**src/rtl/apj_pkg.sv**
```systemverilog
package apj_pkg;
  localparam int IDX_W  = 3;
  localparam int PERM_W = 3;
  localparam int CODE_W = 4;
  localparam int RGT_W  = 3;
  localparam int STAT_W = IDX_W + 5;

  localparam logic [CODE_W-1:0] CODE_OK   = 4'd0;
  localparam logic [CODE_W-1:0] CODE_PROT = 4'd8;
  localparam logic [CODE_W-1:0] CODE_PRIV = 4'd12;

  localparam int RB_R = 2;
  localparam int RB_W = 1;
  localparam int RB_X = 0;

  localparam logic [STAT_W-1:0] ST_OVF   = 8'h01;
  localparam logic [STAT_W-1:0] ST_VALID = 8'h02;

  function automatic logic [RGT_W-1:0] code_rights(input logic [PERM_W-1:0] perm,
                                                    input logic sup);
    logic [RGT_W-1:0] r;
    case (perm)
      3'd0: r = 3'b100;
      3'd1: r = 3'b110;
      3'd2: r = 3'b101;
      3'd3: r = 3'b111;
      3'd4: r = 3'b001;
      3'd5: r = sup ? 3'b110 : 3'b100;
      3'd6: r = sup ? 3'b101 : 3'b000;
      default: r = sup ? 3'b111 : 3'b000;
    endcase
    return r;
  endfunction
endpackage

```
**src/rtl/apj_perm_lut.sv**
```systemverilog
module apj_perm_lut
  import apj_pkg::*;
(
  input  logic [IDX_W-1:0]  idx,
  input  logic [PERM_W-1:0] perm,
  output logic [RGT_W-1:0]  grant,
  output logic [CODE_W-1:0] code
);
  logic             sup;
  logic             is_st;
  logic             is_fe;
  logic [RGT_W-1:0] need;

  assign sup   = idx[0];
  assign is_fe = idx[1];
  assign is_st = idx[2];

  always_comb begin
    grant        = code_rights(perm, sup);
    need         = '0;
    need[RB_R]   = ~is_st & ~is_fe;
    need[RB_W]   = is_st;
    need[RB_X]   = is_fe;
    if (!sup && perm[2:1] == 2'b11)
      code = CODE_PRIV;
    else if ((need & ~grant) != '0)
      code = CODE_PROT;
    else
      code = CODE_OK;
  end
endmodule

```
**src/rtl/apj_fault_log.sv**
```systemverilog
module apj_fault_log
  import apj_pkg::*;
#(
  parameter int VA_W      = 32,
  parameter int PAGE_BITS = 12
) (
  input  logic              clk,
  input  logic              rst,
  input  logic              log_en,
  input  logic [IDX_W-1:0]  idx,
  input  logic [CODE_W-1:0] code,
  input  logic [VA_W-1:0]   vaddr,
  input  logic              rd_clr,
  output logic [STAT_W-1:0] fsr_q,
  output logic [VA_W-1:0]   far_q
);
  localparam logic [VA_W-1:0] PAGE_MASK = ~((VA_W'(1) << PAGE_BITS) - VA_W'(1));

  logic [STAT_W-1:0] prior;
  logic [STAT_W-1:0] merged;

  always_comb begin
    prior  = rd_clr ? '0 : fsr_q;
    merged = (prior != '0) ? ST_OVF : '0;
    merged = merged | {idx, 5'b0} | STAT_W'(code) | ST_VALID;
  end

  always_ff @(posedge clk) begin
    if (rst) begin
      fsr_q <= '0;
      far_q <= '0;
    end else if (log_en) begin
      fsr_q <= merged;
      far_q <= vaddr & PAGE_MASK;
    end else if (rd_clr) begin
      fsr_q <= '0;
    end
  end
endmodule

```
**src/rtl/acc_perm_judge.sv**
```systemverilog
module acc_perm_judge
  import apj_pkg::*;
#(
  parameter int VA_W      = 32,
  parameter int PAGE_BITS = 12
) (
  input  logic              clk,
  input  logic              rst,
  input  logic              req,
  input  logic              acc_store,
  input  logic              acc_fetch,
  input  logic              acc_super,
  input  logic              nofault_mode,
  input  logic [PERM_W-1:0] pte_perm,
  input  logic              pte_modified,
  input  logic [VA_W-1:0]   acc_vaddr,
  input  logic              fsr_read,
  output logic              done,
  output logic [CODE_W-1:0] fault_code,
  output logic [RGT_W-1:0]  rights,
  output logic [STAT_W-1:0] fsr,
  output logic [VA_W-1:0]   far
);
  logic [IDX_W-1:0]  acc_idx;
  logic [RGT_W-1:0]  tbl_grant;
  logic [CODE_W-1:0] tbl_code;
  logic [CODE_W-1:0] final_code;
  logic [RGT_W-1:0]  final_grant;
  logic              suppress;

  assign acc_idx = {acc_store, acc_fetch, acc_super};

  apj_perm_lut u_lut (
    .idx   (acc_idx),
    .perm  (pte_perm),
    .grant (tbl_grant),
    .code  (tbl_code)
  );

  always_comb begin
    suppress    = nofault_mode && !acc_super;
    final_code  = suppress ? CODE_OK : tbl_code;
    final_grant = tbl_grant;
    if (!pte_modified) final_grant[RB_W] = 1'b0;
    if (final_code != CODE_OK) final_grant = '0;
  end

  apj_fault_log #(.VA_W(VA_W), .PAGE_BITS(PAGE_BITS)) u_log (
    .clk    (clk),
    .rst    (rst),
    .log_en (req && (final_code != CODE_OK)),
    .idx    (acc_idx),
    .code   (final_code),
    .vaddr  (acc_vaddr),
    .rd_clr (fsr_read),
    .fsr_q  (fsr),
    .far_q  (far)
  );

  always_ff @(posedge clk) begin
    if (rst) begin
      done       <= 1'b0;
      fault_code <= '0;
      rights     <= '0;
    end else begin
      done <= req;
      if (req) begin
        fault_code <= final_code;
        rights     <= final_grant;
      end
    end
  end
endmodule

```
**config.mk**
```make
export PLATFORM = sky130hd
export DESIGN_NAME = acc_perm_judge
export DESIGN_NICKNAME = d
export VERILOG_FILES = /design/src/rtl/apj_pkg.sv /design/src/rtl/apj_perm_lut.sv /design/src/rtl/apj_fault_log.sv /design/src/rtl/acc_perm_judge.sv
export SDC_FILE = /design/constraint.sdc
export NUM_CORES = 1
export LEC_CHECK = 0
export BUFFER_PORTS_ARGS = -buffer_cell sky130_fd_sc_hd__buf_4
export CORE_MARGIN = 2
export CORE_UTILIZATION = 40
export DETAILED_ROUTE_END_ITERATION = 10
export GPL_ROUTABILITY_DRIVEN = 1
export PLACE_DENSITY = 0.81
export SYNTH_ARGS = -nofsm -noshare
export SYNTH_HDL_FRONTEND = slang
export SYNTH_SLANG_ARGS = --single-unit
```
**constraint.sdc**
```tcl
create_clock -name clk -period 1.7 [get_ports clk]
set_input_delay 0.34 -clock clk [delete_from_list [all_inputs] [get_ports clk]]
set_output_delay 0.34 -clock clk [all_outputs]
set_load 0.02 [all_outputs]
```
# Yosys cells after proc, flatten, opt, wreduce, memory -nomap -nowiden
# Cells that the tools add are included.
word_totals:
  register_bits: 36
  latch_bits: 0
  ram_bits: 0
  romBits: 0
  inputBits: 44
  output_inout_bits: 48
  word_cells: 39
  mem_count: 0
op_classes:
  add_sub_neg: 0
  mul: 0
  div_mod_pow: 0
  order_cmp: 0
  eq_ne: 7
  shift: 0
  muxes: 12
  n_bitwise: 7
  reduce_logical: 8
ops:
  columns: ["cell", "count"]
  rows:
  - ["3-bit case mux with 7 select lines", 1]
  - ["8-bit two-way mux", 2]
  - ["4-bit two-way mux", 3]
  - ["3-bit == test, second input constant", 3]
  - ["3-bit two-way mux", 3]
  - ["8-bit by 4-bit bitwise OR with 8-bit output", 1]
  - ["8-bit bitwise OR", 1]
  - ["8-bit nonzero test", 1]
  - ["3-bit by 2-bit == test with 1-bit output, second input constant", 2]
  - ["4-bit nonzero test", 1]
  - ["3-bit bitwise AND", 1]
  - ["3-bit by 1-bit == test with 1-bit output, second input constant", 1]
  - ["1-bit logical AND", 3]
  - ["3-bit zero test", 1]
  - ["3-bit inverter", 1]
  - ["3-bit nonzero test", 1]
  - ["2-bit == test, second input constant", 1]
  - ["1-bit two-way mux", 2]
  - ["2-bit two-way mux", 1]
  - ["1-bit inverter", 2]
  - ["1-bit bitwise AND", 1]
  - ["1-bit zero test", 1]

# Depth between registers and ports, before layout
depth:
  ltp_word: 11
  mapped_depth: 6
  mapped_depth_nobuf: 4

# Modules after synthesis
# From an unflattened synthesis, not the netlist that was laid out.
hier_totals:
  cells_unflattened: 166
  area_unflattened_um2: 1555.2
modules_own_cells:
  columns: ["module", "n_inst", "cells_per_inst", "area_per_inst_um2", "seq_area_each_um2"]
  rows:
  - ["apj_fault_log", 1, 109, 1092.3, 560.5]
  - ["acc_perm_judge", 1, 40, 364.1, 160.2]
  - ["apj_perm_lut", 1, 17, 98.8, 0.0]

# Least setup slack after synthesis
# OpenSTA, ideal clock, no wires.
synth_timing:
  path_type: "input-to-reg"
  start: "input port pte_perm[1]"
  end: "register u_log.far_q[14]"
  setup_ps: 72
  arrival_ps: 1460
  required_ps: 1628
  path_slack_ps: 169
  stages: 5
  n_path_buf: 2
  path_cell_list: "buf_6 -> o32a_1 -> a21boi_4 -> buf_8 -> mux2i_1"
synth_via:
  elab_chain_cells: 10
  word_cells_on_any_way: 18
  cone_classes: "eq/ne: 7; mux: 4; bitwise: 2; reduce/logical: 5"
synth_rtl:
  columns: ["item", "line", "text"]
  rows:
  - ["start, declared", "acc_perm_judge.sv:14", "input logic [PERM_W-1:0] pte_perm,"]
  - ["3-bit == test (tied with other cells)", "apj_pkg.sv:22", "case (perm)"]
  - ["3-bit case mux with 7 select lines", "apj_pkg.sv:22", null]
  - ["3-bit inverter", "apj_perm_lut.sv:26", "else if ((need & ~grant) != '0)"]
  - ["3-bit bitwise AND", "apj_perm_lut.sv:26", null]
  - ["3-bit nonzero test", "apj_perm_lut.sv:26", null]
  - ["4-bit two-way mux", "apj_perm_lut.sv:26", null]
  - ["4-bit two-way mux (*)", "apj_perm_lut.sv:24", "if (!sup && perm[2:1] == 2'b11)"]
  - ["4-bit two-way mux (*)", "acc_perm_judge.sv:42", "final_code = suppress ? CODE_OK : tbl_code;"]
  - ["4-bit nonzero test (*)", "acc_perm_judge.sv:51", ".log_en (req && (final_code != CODE_OK)),"]
  - ["1-bit logical AND (*)", "acc_perm_judge.sv:51", null]
  - ["end signal, assigned", "apj_fault_log.sv:34", "far_q <= vaddr & PAGE_MASK;"]
  - ["end, declared", "apj_fault_log.sv:15", "output logic [VA_W-1:0] far_q"]
# Mark *: on every way between the ends. The rest lies on a longest branch, timed or not.
# A chain may end at the register's enable or synchronous reset.

# Worst setup path after layout
layout_timing:
  start: "input port pte_perm[2]"
  end: "register u_log.far_q[16]"
# The elaborated chain is that of the path after synthesis.

==> out/results.ini <==
[layout]
synthToLayoutAreaGrowth_pct = 38.6
fin_nets = 285
drive_gt1_share_pct = 33.1
diodes = 0
fin_util_pct = 58.4

[critical_path]
path_cells = buf_4 > nor2b_1 > o32a_1 > a21boi_4 > buf_12 > mux2i_1
endpoint_kind = register
worstPathBufferInverterCount = 2
cpMaxStageDelayCell = o32a_1
crit_path_max_incr_delay_ps = 340
crit_family = compound AO/OA/AOI/OAI gates
worstSetupPathType = input port to register
cp_max_fo = 13
worstPathArrival_ps = 1550
cp_data_required_time_ps = 1910
startpoint_type = input port

[synth]
synth-main-ff-cell = dfxtp_1
ys_types = 33
synthArstFlopShare_pct = 0
synth_compound_area_share_pct = 9.02
synth_area_leaders = dfxtp_1 44%, mux2i_1 15%, nand2_1 12%
synth-xor-area-share_pct = 0
ys_seq_area_share_pct = 43.8
yosys.area.top_type_share_pct = 43.8
synth_edf_count = 0
ys_ff_latch = 34
avgSynthCellArea_um2 = 8.98
yosysTopAreaCell = dfxtp_1
synth_simple_gate_area_share_pct = 20.0
synthMuxAreaShare_pct = 15.5
synthCells = 173
synthesis.area_um2 = 1550
ys_warn_count = 0
synth_commonest_cells = 50 x nand2_1, 34 x dfxtp_1, 23 x mux2i_1, 14 x buf_4, 6 x nand2b_1
synthAdderAreaFrac_pct = 0
synth_top_family_by_area = simple AND/OR/NAND/NOR gates
yosysMostFrequentCell = nand2_1

[detailed_routing]
vias_per_cell = 4.55
drt_pass1_iterations = 4
wl_um = 3090
postRouteAntennaNets = 0
drcViolationCount = 0
vias = 1319
wl_per_cell_um = 10.7
first_iter_violations = 68

[sta]
period_minus_slack_ps = 1340
rsz0062_at_grt = no
finalSetupViolCount = 0
layout_setup_ws_ps = 363
hold_viol = 0
skew_ps = 0.136
period_share_pct = 78.6
fmax_mhz = 748
drv_slew = 0
holdWs_ps = 286
setup-tns-final_ps = 0

[clocking]
clk_pin_slew_ps = 70
clockBufferDepth = 2
tritoncts = yes
cts_hold_buf = 0
postCtsResizedCells = 0
post_cts_buffers = 0
root_buffer = clkbuf_8
cts_buffers = 5
clock-sinks = 34
clk_latency_ps = 280
htree_num_levels = 2

[placement]
routabilityCongestion = 0.801
hpwl_um = 2330
place_ws_ps = 56.1
portBuffers = 65

[power]
power_density_nw_per_um2 = 898
switching_share_pct = 25.3
clkPwrFrac_pct = 37.0
seqPwrFrac_pct = 44.4
pwr-share-comb_pct = 18.6
p_int_mw = 1.45
p_leak_nw = 0.987
peakVddDrop_mv = 0.554
p_sw_mw = 0.488
p_total_mw = 1.93

[die]
die_w_um = 66.3
core_um2 = 3690
fp.dieH_um = 66.3
ioPinCount = 92
start_util_pct = 42.1
fp.dieArea_um2 = 4400
row_count = 22

[job]
cap_viol_max_count = 0

[global_routing]
globalRouteTotalUtil_pct = 14.9
grt_max_degree = 27
grt_pass1_wl_um = 5010
antenna_found_initial = 0
grt_overflow = 0
grt_pass1_vias = 1129

[outcome]
outcome = complete, no violations

[worst_hold_path]
hold_path.class = input port to register

## layout by cell type (no fill, tap or decap), drive strengths merged, types with 2 or more instances in the layout
cell and count:
a21boi 2, a21oi 4, buf 70, clkbuf 7
conb 14, dfxtp 34, inv 3, mux2i 23
nand2 50, nand2b 6, nand3b 3, nor2 3
nor2b 2, o21ai 5, o41ai 2
## kinds of logic (layout without fill, tap and decap cells)
logic type,Yosys count,after routing
other,1,14
AND/OR/NAND/NOR,70,70
AO/OA/AOI/OAI,19,19
multiplexers,24,24
flip-flops,34,34
buffers and inverters,25,81
## state kept, by name, summed over array words and instances (netlist names)
name         cells
done             1
rights           3
fault_code       2
u_log.fsr_q      8
u_log.far_q     20
## area by class of cell
class / count / area, um^2
clock buffer: 7 / 76.3
multi-input combinational: 127 / 746
tap: 48 / 60.1
timing repair buffer: 70 / 551
fill: 363 / 1530
sequential: 34 / 681
clock inverter: 1 / 30.0
inverter: 3 / 11.3
## worst paths after layout
kind / startpoint / endpoint / slack (ps) / depth (start not counted)
max reg2reg: u_log.fsr_q[4] / u_log.fsr_q[0] / 420 / 3
min reg2reg: rights[2] / rights[2] / 450 / 2
min: fsr_read / u_log.fsr_q[5] / 290 / 2
max: pte_perm[2] / u_log.far_q[16] / 360 / 6
## power by group through the flow
stage | clock (mW) | sequential (mW) | combinational, mW
finish | 0.715 | 0.859 | 0.360
global placement | 0 | 0.876 | 0.359
floorplan | 0 | 0.926 | 0.186
detailed placement | 0 | 0.876 | 0.364
global route | 0.773 | 0.864 | 0.391
CTS | 0.734 | 0.859 | 0.364
## metal layers
| layer | part of all wire [%] | global-route usage, % | wire [um] | up-vias |
|---|---|---|---|---|
| met4 | 1.6 | 6.12 | 48 | 0 |
| met3 | 8.4 | 5.96 | 261 | 7 |
| li1 | - | - | - | 681 |
| met1 | 45 | 18.2 | 1380 | 584 |
| met5 | 0 | 0 | 0 | - |
| met2 | 45 | 23.0 | 1400 | 47 |
## stage by stage
stage / instances / cell area, um^2
final: 290 / 2150
after global routing: 290 / 2150
after CTS: 290 / 2150
after detailed placement: 282 / 2050
after global placement: 282 / 2050
after floorplan: 186 / 1600
No activity file was read; power rests on OpenSTA's default activity.
